[src/rtl/br_unit_pkg.sv]
package br_unit_pkg;
  typedef enum logic [3:0] {
    CC_EQ = 4'd0,
    CC_NE = 4'd1,
    CC_LT = 4'd2,
    CC_LE = 4'd3,
    CC_GT = 4'd4,
    CC_GE = 4'd5
  } cc_e;

  typedef enum logic [1:0] {
    SQ_IDLE  = 2'd0,
    SQ_SLOT  = 2'd1,
    SQ_REDIR = 2'd2
  } sq_e;
endpackage

[src/rtl/br_decode.sv]
module br_decode
  import br_unit_pkg::*;
#(
  parameter int INSTR_W = 32,
  parameter int OPC_W   = 6,
  parameter int CC_W    = 5,
  parameter int IMM_W   = 16,
  parameter logic [OPC_W-1:0] OPC_BR = 6'b101111
) (
  input  logic               valid_i,
  input  logic [INSTR_W-1:0] instr_i,
  output logic               is_br_o,
  output logic               delayed_o,
  output cc_e                cc_o,
  output logic [IMM_W-1:0]   imm_o
);
  localparam int OPC_LSB = INSTR_W - OPC_W;
  localparam int CC_LSB  = OPC_LSB - CC_W;

  logic [CC_W-2:0] code;
  logic            opc_hit;
  logic            code_ok;

  assign opc_hit   = instr_i[INSTR_W-1 -: OPC_W] == OPC_BR;
  assign code      = instr_i[CC_LSB +: CC_W-1];
  assign code_ok   = code <= CC_W'(CC_GE);
  assign delayed_o = instr_i[CC_LSB + CC_W - 1];
  assign cc_o      = cc_e'(code);
  assign imm_o     = instr_i[IMM_W-1:0];
  assign is_br_o   = valid_i & opc_hit & code_ok;
endmodule

[src/rtl/br_cond_eval.sv]
module br_cond_eval
  import br_unit_pkg::*;
#(
  parameter int XLEN = 32
) (
  input  logic [XLEN-1:0] ra_i,
  input  cc_e             cc_i,
  output logic            hit_o
);
  logic neg;
  logic zero;

  assign neg  = ra_i[XLEN-1];
  assign zero = ra_i == '0;

  always_comb begin
    unique case (cc_i)
      CC_EQ:   hit_o = zero;
      CC_NE:   hit_o = ~zero;
      CC_LT:   hit_o = neg;
      CC_LE:   hit_o = neg | zero;
      CC_GT:   hit_o = ~neg & ~zero;
      CC_GE:   hit_o = ~neg;
      default: hit_o = 1'b0;
    endcase
  end
endmodule

[src/rtl/br_target.sv]
module br_target #(
  parameter int XLEN        = 32,
  parameter int IMM_W       = 16,
  parameter int INSTR_BYTES = 4
) (
  input  logic [XLEN-1:0]  pc_i,
  input  logic [IMM_W-1:0] imm_i,
  output logic [XLEN-1:0]  target_o,
  output logic [XLEN-1:0]  seq_o
);
  localparam int EXT_W = XLEN - IMM_W;

  logic [XLEN-1:0] offs;

  assign offs     = {{EXT_W{imm_i[IMM_W-1]}}, imm_i};
  assign target_o = pc_i + offs;
  assign seq_o    = pc_i + XLEN'(INSTR_BYTES);
endmodule

[src/rtl/br_seq.sv]
module br_seq
  import br_unit_pkg::*;
#(
  parameter int XLEN = 32
) (
  input  logic            clk_i,
  input  logic            rst_ni,
  input  logic            valid_i,
  input  logic            arm_i,
  input  logic [XLEN-1:0] tgt_i,
  output sq_e             state_o,
  output logic [XLEN-1:0] tgt_o
);
  sq_e             state_q, state_d;
  logic [XLEN-1:0] tgt_q;

  always_comb begin
    state_d = state_q;
    unique case (state_q)
      SQ_IDLE:  if (arm_i) state_d = SQ_SLOT;
      SQ_SLOT:  if (valid_i) state_d = SQ_REDIR;
      SQ_REDIR: state_d = SQ_IDLE;
      default:  state_d = SQ_IDLE;
    endcase
  end

  always_ff @(posedge clk_i or negedge rst_ni) begin
    if (!rst_ni) begin
      state_q <= SQ_IDLE;
      tgt_q   <= '0;
    end else begin
      state_q <= state_d;
      if (state_q == SQ_IDLE && arm_i) tgt_q <= tgt_i;
    end
  end

  assign state_o = state_q;
  assign tgt_o   = tgt_q;

  AST_SLOT_ADVANCE: assert property (@(posedge clk_i) disable iff (!rst_ni)
    (state_q == SQ_SLOT && valid_i) |=> state_q == SQ_REDIR);
  AST_SLOT_WAIT: assert property (@(posedge clk_i) disable iff (!rst_ni)
    (state_q == SQ_SLOT && !valid_i) |=> state_q == SQ_SLOT);
  AST_REDIR_ONCE: assert property (@(posedge clk_i) disable iff (!rst_ni)
    (state_q == SQ_REDIR) |=> state_q == SQ_IDLE);
  AST_TGT_HELD: assert property (@(posedge clk_i) disable iff (!rst_ni)
    (state_q == SQ_SLOT) |=> $stable(tgt_q));
endmodule

[src/rtl/br_unit.sv]
module br_unit
  import br_unit_pkg::*;
#(
  parameter int XLEN        = 32,
  parameter int INSTR_W     = 32,
  parameter int IMM_W       = 16,
  parameter int INSTR_BYTES = 4
) (
  input  logic               clk_i,
  input  logic               rst_ni,
  input  logic               valid_i,
  input  logic [INSTR_W-1:0] instr_i,
  input  logic [XLEN-1:0]    ra_i,
  input  logic [XLEN-1:0]    pc_i,
  output logic               taken_o,
  output logic [XLEN-1:0]    target_o,
  output logic [XLEN-1:0]    next_pc_o,
  output logic               delay_o,
  output logic               slot_o,
  output logic               illegal_o,
  output logic               redirect_o,
  output logic [XLEN-1:0]    redirect_addr_o
);
  logic             is_br, delayed, hit;
  cc_e              cc;
  logic [IMM_W-1:0] imm;
  logic [XLEN-1:0]  tgt, seq_pc, tgt_q;
  sq_e              state;
  logic             idle, in_redir, taken_now;

  br_decode #(.INSTR_W(INSTR_W), .IMM_W(IMM_W)) u_dec (
    .valid_i(valid_i), .instr_i(instr_i), .is_br_o(is_br),
    .delayed_o(delayed), .cc_o(cc), .imm_o(imm)
  );

  br_cond_eval #(.XLEN(XLEN)) u_cond (
    .ra_i(ra_i), .cc_i(cc), .hit_o(hit)
  );

  br_target #(.XLEN(XLEN), .IMM_W(IMM_W), .INSTR_BYTES(INSTR_BYTES)) u_tgt (
    .pc_i(pc_i), .imm_i(imm), .target_o(tgt), .seq_o(seq_pc)
  );

  br_seq #(.XLEN(XLEN)) u_seq (
    .clk_i(clk_i), .rst_ni(rst_ni), .valid_i(valid_i), .arm_i(delay_o),
    .tgt_i(tgt), .state_o(state), .tgt_o(tgt_q)
  );

  assign idle      = state == SQ_IDLE;
  assign in_redir  = state == SQ_REDIR;
  assign slot_o    = state == SQ_SLOT;
  assign taken_o   = is_br & idle & hit;
  assign delay_o   = taken_o & delayed;
  assign taken_now = taken_o & ~delayed;
  assign illegal_o = is_br & slot_o;

  assign target_o        = tgt;
  assign next_pc_o       = taken_now ? tgt : seq_pc;
  assign redirect_o      = in_redir | taken_now;
  assign redirect_addr_o = in_redir ? tgt_q : tgt;

  AST_ILLEGAL_QUIET: assert property (@(posedge clk_i) disable iff (!rst_ni)
    illegal_o |-> (!taken_o && !delay_o && !redirect_o));
  AST_ARM_OPENS_SLOT: assert property (@(posedge clk_i) disable iff (!rst_ni)
    delay_o |=> slot_o);
  AST_REDIR_MASKS: assert property (@(posedge clk_i) disable iff (!rst_ni)
    $past(slot_o && valid_i) |-> (redirect_o && !taken_o && !illegal_o));
endmodule

[config.mk]
export PLATFORM = sky130hd
export DESIGN_NAME = br_unit
export DESIGN_NICKNAME = d
export VERILOG_FILES = /design/src/rtl/br_unit_pkg.sv /design/src/rtl/br_decode.sv /design/src/rtl/br_cond_eval.sv /design/src/rtl/br_target.sv /design/src/rtl/br_seq.sv /design/src/rtl/br_unit.sv
export SDC_FILE = /design/constraint.sdc
export NUM_CORES = 1
export LEC_CHECK = 0
export BUFFER_PORTS_ARGS = -buffer_cell sky130_fd_sc_hd__buf_2
export CORE_UTILIZATION = 30
export CTS_CLUSTER_DIAMETER = 100
export DETAILED_ROUTE_END_ITERATION = 16
export PLACE_DENSITY = 0.66
export REMOVE_ABC_BUFFERS = 1
export SKIP_LAST_GASP = 1
export SYNTH_ARGS = -nofsm -noshare
export SYNTH_HDL_FRONTEND = slang
export SYNTH_HIERARCHICAL = 1
export SYNTH_SLANG_ARGS = --single-unit
[constraint.sdc]
create_clock -name clk_i -period 4.7 [get_ports clk_i]
set_input_delay 0.94 -clock clk_i [delete_from_list [all_inputs] [get_ports clk_i]]
set_output_delay 0.94 -clock clk_i [all_outputs]
set_load 0.005 [all_outputs]
==> key figures, run 1 <==
Power
  • Sequential group share of total power: 0.233
  • Pwr Total: between 1 and 1.5 mW
  • Internal Power: 803 uW
  • Clk pwr share: 0.251
  • Worst vdd ir: between 0.0001 and 0.00015 V
  • Net load switching power: 480 uW
  • Power per cell area: 217 nW/um^2
  • Combinational share of power: 0.516
  • Switching Share: 0.374
  • Leakage: 2.81 nW

Synthesis
  • Gate Count Post-Synth: between 500 and 600
  • Yosys reg bits: 34
  • Main synth FF type: dfrtp_1
  • Top cell type's share of synthesized area: 0.179
  • Cell variety after synth: 58
  • Post-synth EDFFs: 0
  • Seq/Total Area, Yosys: 0.179
  • Syn Area/Cell: between 9 and 10 sq um
  • Yosys warning count: 6
  • Post-synthesis cell area: about 4700 sq um
  • Dominant cell type by area after synthesis: dfrtp_1
  • Top post-synthesis cells by area: dfrtp_1, mux2_2, mux2_4
  • Post-synth ARST share: 1.00

Route
  • First-pass DRT Iterations: 4
  • DR WL/cell: 16.0 um
  • DR iter-0 viols: approximately 300
  • Vias per cell: 5.03
  • Vias post-DR: between 4000 and 5000
  • Total routed wirelength: around 14000 um
  • Post-detailed-route count of antenna-violating nets: 0
  • Post-route DRC violation count: 0

STA
  • Setup Viol. Count Final: 0
  • Fin crit share: 0.955
  • FMAX: between 200 and 250 MHz
  • RSZ-0062 raised after global routing: no
  • Slew Viols, Final: 0
  • Hold Vio Cnt, Final: 0
  • Minimum clock period: roughly 4.5 ns
  • Slew HR: 0.291
  • Clock skew: about 0.012 ns
  • Actual slew at the worst max-slew pin: roughly 1.1 ns

Floorplan
  • Cell Rows: 45
  • Die W: around 130 um
  • Total die area: 16300 sq um
  • CORE AREA: about 15000 sq um
  • Die Y: 128 um
  • Initial Utilization: 0.310
  • Io pins: 200

CTS
  • H-tree Lvls: 2
  • Hold buffers post-CTS: 0
  • CTS Buf Count: 5
  • CTS tree: yes
  • Clk slew on worst S/H paths: around 0.050 ns
  • Clock sink count: 34
  • Clk buf depth: 2
  • Clock root buffer: clkbuf_16
  • Worst-skew pair later-pin latency: 0.29 ns

Place
  • Gp weighted congestion: between 0.8 and 0.9
  • DP Wirelength: between 10000 and 15000 um
  • I/O Buffers: slightly below 200
  • Cell count after placement: ~880

Critical path
  • Worst endpoint data arrival time: ~3.6 ns
  • Crit path max fanout: 4
  • Required @ worst endpoint: 3.76 ns
  • Critical path cell sequence: buf_2, ha_1, fa_2, a211oi_2, o21ai_1, a21oi_2, o21ai_0, a21oi_1, o21ai_0, xor2_1, buf_4, mux2_1, buf_2
  • Nature of the critical path endpoint: primary output
  • Critical setup path kind: in -> out
  • Largest stage delay, worst path: between 0.3 and 0.4 ns
  • Crit start category: primary input
  • Slowest stage cell, crit path: fa_2

Cells and area
  • Number of diodes: 0
  • Area of the multi-input gates: between 3000 and 4000 sq um
  • Layout cells sized above 1: 0.463
  • Fill count: approximately 1600
  • Finished Core Util: 0.387
  • Sequential cell area: ~850 sq um
  • Nets: slightly above 800
  • Post-Layout Cell Count: slightly below 900
  • Area Overhead vs Synth: 24.8%

Global routing
  • GRT overflow: 0
  • Total track usage: 0.166
  • First-pass GRT wire length: 21000 um
  • Antenna violations before repair: 0
  • Number of global-route vias before repair: between 4000 and 5000
  • Largest net degree at the start of global routing: 35

Worst hold path
  • Hold Crit Class: reg -> reg

Job
  • Max-Cap Viols: 0

Outcome
  • Status: finished clean
## logic make-up after synthesis
kind of cell,share of synthesized area
xor+xnor,0.107
compound gates,0.143
simple gates,0.161
buf+inv,0.0704
flops,0.179
mux,0.251
fa+ha+maj,0.0886
## worst max-delay path, delay by kind of cell
family | cells | cell delay, ns
AOI/OAI and AO/OA | 6 | 1.11
buffers and inverters | 3 | 0.40
muxes | 1 | 0.30
xor gates and xnor gates | 1 | 0.16
adders and majority gates | 2 | 0.63
## state kept, by name, summed over array words and instances, names as in the netlist
name and cells:
u_seq/state_o 2, u_seq/tgt_o 32
## power by group through the flow
stage,sequential [mW],combinational [mW],clock [mW]
2_1_floorplan,0.304,0.358,0
3_3_place_gp,0.304,0.654,0
3_5_place_dp,0.304,0.656,0
4_1_cts,0.299,0.660,0.329
5_1_grt,0.299,0.725,0.342
6_report,0.299,0.662,0.321
## metrics by stage
stage / hold slack (ns) / setup TNS [ns] / setup slack (ns) / cell area (sq um)
after CTS: 0.485 / -0.00129 / -0.00129 / 5890
after global routing: 0.507 / 0 / 0.0249 / 5920
after global placement: 0.468 / 0 / 0.0740 / 5760
final: 0.480 / 0 / 0.211 / 5920
after detailed placement: 0.473 / 0 / 0.0417 / 5760
after floorplan: 0.452 / 0 / 0.630 / 4430
## cell usage after synthesis, drive strengths merged, types with 3 or more instances
master and instances:
nand2 32, xor2 15, nor2b 7, and4 3
a21o 9, nand2b 4, a211oi 9, o21a 3
nor4 10, mux2 96, xnor2 43, and2 5
a31oi 3, o211ai 4, o21ai 20, and3 6
nor2 24, nand4 12, nor3 3, clkbuf 5
buf 33, a21oi 38, inv 6, ha 32
nand3 23, o31ai 3, dfrtp 34
## final cells by class
cell class | instances | share of cell area
Multi-Input combinational cell | 427 | 0.604
Timing Repair Buffer | 206 | 0.181
Sequential cell | 34 | 0.144
Tap cell | 211 | 0.0446
Clock buffer | 7 | 0.0224
Inverter | 6 | 0.00380
## layout by cell type (no fill, tap or decap), types with 6 or more instances in the layout
cell type / n
a211oi_1: 6
a21o_1: 9
a21oi_1: 33
and3_1: 6
buf_2: 194
buf_4: 11
dfrtp_1: 34
ha_1: 32
inv_1: 6
mux2_1: 17
mux2_2: 50
mux2_4: 29
nand2_1: 30
nand3_1: 23
nand4_1: 12
nor2_1: 24
nor4_1: 9
o21ai_0: 14
xnor2_1: 43
xor2_1: 15
## metal layers
layer | part of all wire | track usage | up-vias | wire length, um
met4 | 0.021 | 0.0561 | 0 | 298
met2 | 0.49 | 0.298 | 123 | 7020
met1 | 0.44 | 0.205 | 2145 | 6270
met5 | 0 | 0 | - | 0
met3 | 0.045 | 0.0192 | 15 | 635
li1 | - | - | 2198 | -
## worst paths after layout
check	from	endpoint	slack (ns)	depth (start not counted)
max	pc_i[0]	redirect_addr_o[18]	0.21	13
min	u_seq/tgt_o[27]	u_seq/tgt_o[27]	0.48	1
max reg2reg	u_seq/state_o[0]	u_seq/tgt_o[11]	2.62	5
min reg2reg	u_seq/tgt_o[27]	u_seq/tgt_o[27]	0.48	1
max in group asynchronous	rst_ni	u_seq/tgt_o[7]	3.38	1
min in group asynchronous	rst_ni	u_seq/tgt_o[24]	0.78	1
## repair_timing
action	4_1_cts	5_1_grt
pin swaps	0	1
resized for setup	0	4
setup endpoints to repair	1	14
cloned	0	0
buffers inserted	0	2
Power figures use the tool's default switching activity.
==> run 2: changes to the inputs <==
Settings changed: PLACE_DENSITY 0.66 to 0.51.
==> key figures, run 2 (synthesis gave the netlist of run 1 again) <==
Power
  • Pwr Total: 1.29 mW (+0.20%)
  • Clk pwr share: 0.251 (about the same)
  • Worst vdd ir: 0.000141 V (+16%)
  • Leakage: 2.81 nW (about the same)
  • Combinational share of power: 0.516 (about the same)
  • Sequential group share of total power: 0.233 (about the same)
  • Switching Share: 0.380 (+0.00631)
  • Net load switching power: 489 uW (+1.9%)
  • Internal Power: 796 uW (-0.81%)
  • Power per cell area: 218 nW/um^2 (+0.50%)

Global routing
  • GRT overflow: 0 (unchanged)
  • Number of global-route vias before repair: 4418 (+7.5%)
  • First-pass GRT wire length: 23100 um (+10%)
  • Largest net degree at the start of global routing: 35 (unchanged)
  • Total track usage: 0.182 (+0.0157)
  • Antenna violations before repair: 1 (+1)

STA
  • Hold slack: 0.495 ns (+0.0150 ns)
  • RSZ-0062 raised after global routing: no
  • FMAX: 216 MHz (-2.8%)
  • Fin crit share: 0.983 (+0.0280)
  • Slew HR: 0.299 (+0.00785)
  • Slew Viols, Final: 0 (unchanged)
  • Hold Vio Cnt, Final: 0 (unchanged)
  • Setup Viol. Count Final: 0 (unchanged)
  • TNS Setup: 0 ns (unchanged)
  • Minimum clock period: 4.62 ns (+0.131 ns)
  • Clock skew: 0.00340 ns (-0.00819 ns)
  • Actual slew at the worst max-slew pin: 1.05 ns (-0.0118 ns)

Outcome
  • Status: finished clean

Cells and area
  • Area Overhead vs Synth: 24.5%
  • Commonest cells after routing, fill and taps aside: buf_2, mux2_2, xnor2_1
  • Layout cells sized above 1: 0.464 (+0.000682)
  • Finished Cell Area: 5900 sq um (-0.30%)
  • Max reg flops: 32 (unchanged)
  • Most common cell after layout, fill and taps aside: buf_2
  • Nets: 811 (-0.12%)

Floorplan
  • Total die area: 16300 sq um (unchanged)
  • Initial Utilization: 0.310 (unchanged)
  • Io pins: 200 (unchanged)
  • Die Y: 128 um (unchanged)
  • Die W: 128 um (unchanged)
  • Cell Rows: 45 (unchanged)
  • CORE AREA: 15300 sq um (unchanged)

Route
  • Vias per cell: 5.08 (+1.0%)
  • Vias post-DR: 4528 (+1.0%)
  • DR iter-0 viols: 232 (-22%)
  • Post-detailed-route count of antenna-violating nets: 0 (unchanged)
  • DR WL/cell: 16.9 um (+6.1%)
  • First-pass DRT Iterations: 5 (+1)
  • Total routed wirelength: 15100 um (+6.1%)
  • Post-route DRC violation count: 0 (unchanged)

Worst hold path
  • Min-Delay Startpoint: u_seq/tgt_o[27]
  • Hold Crit Class: reg -> reg

CTS
  • Clock sink count: 34 (unchanged)
  • Clk slew on worst S/H paths: 0.05 ns (about the same)
  • Clock root buffer: clkbuf_16
  • H-tree Lvls: 2 (unchanged)
  • Worst-skew pair later-pin latency: 0.29 ns (about the same)
  • CTS tree: yes
  • Clk buf depth: 2 (unchanged)
  • CTS Buf Count: 5 (unchanged)

Critical path
  • Nature of the critical path endpoint: primary output
  • Launch point of the worst path: pc_i[0]
  • Worst endpoint data arrival time: 3.68 ns (+0.13 ns)
  • Crit path max fanout: 4 (unchanged)
  • Crit start category: primary input
  • Required @ worst endpoint: 3.76 ns (about the same)
  • Reg2Reg Launch Point: u_seq/state_o[0]
  • Critical setup path kind: in -> out

Job
  • Max-Cap Viols: 0 (unchanged)

Place
  • I/O Buffers: 194 (unchanged)
  • Gp weighted congestion: 0.899 (+4.6%)
  • Area post-placement: 5750 sq um (-0.22%)
  • DP Wirelength: 12200 um (+6.4%)
==> run 2: routing by layer <==
| metal | GRT usage | vias to the layer above | share of wire | wire, um |
|---|---|---|---|---|
| li1 | - | 2199 | - | - |
| met1 | 0.230 | 2178 | 0.44 | 6690 |
| met2 | 0.323 | 135 | 0.49 | 7450 |
| met3 | 0.0179 | 16 | 0.045 | 680 |
| met4 | 0.0561 | 0 | 0.018 | 274 |
| met5 | 0 | - | 0 | 0 |
==> run 2: path summary, 6_finish.rpt <==
path	endpoint	slack, ns	cells after the start
setup / recovery	redirect_addr_o[26]	0.08	13
hold / removal	u_seq/tgt_o[27]	0.50	1
setup reg to reg	u_seq/tgt_o[13]	2.48	5
hold reg to reg	u_seq/tgt_o[27]	0.50	1
max in group asynchronous	u_seq/tgt_o[27]	3.39	1
min in group asynchronous	u_seq/tgt_o[7]	0.76	1
==> run 2: final cells by class <==
cell class / instances / area, sq um
Multi-Input combinational cell: 427 / 3570
Timing Repair Buffer: 205 / 1050
Clock inverter: 2 / 10.0
Antenna cell: 1 / 2.50
Tap cell: 211 / 264
Inverter: 6 / 22.5
Fill cell: 1574 / 9410
Clock buffer: 5 / 125
Sequential cell: 34 / 851
==> run 2: through the flow <==
step	cells	util	worst slack, ns
after floorplan	467	-	0.630
after global placement	882	0.375	0.119
after detailed placement	882	0.375	0.0630
after CTS	889	0.384	0.0396
after global routing	891	0.385	0.00832
final	891	0.385	0.0801
==> run 2: what timing repair did <==
item                                    CTS  global route
hold buffers                              0             0
resized for setup                         0             3
endpoints found under the setup margin    0            11
setup buffers                             0             1
==> run 2: worst max-delay path: stages <==
cell and delay, ns:
buf_2 0.11, ha_1 0.23, fa_1 0.42, a211oi_2 0.28
o21ai_1 0.18, a21o_1 0.23, a21oi_2 0.26, o2bb2ai_2 0.21
o21ai_1 0.12, xor2_1 0.16, buf_4 0.16, mux2_2 0.25
buf_2 0.12
==> run 2: power by group through the flow <==
stage	clock [mW]	sequential (mW)	combinational [mW]
6_report	0.322	0.299	0.664
5_1_grt	0.345	0.299	0.731
4_1_cts	0.336	0.299	0.664
3_5_place_dp	0	0.304	0.661
3_3_place_gp	0	0.304	0.658
2_1_floorplan	0	0.304	0.358
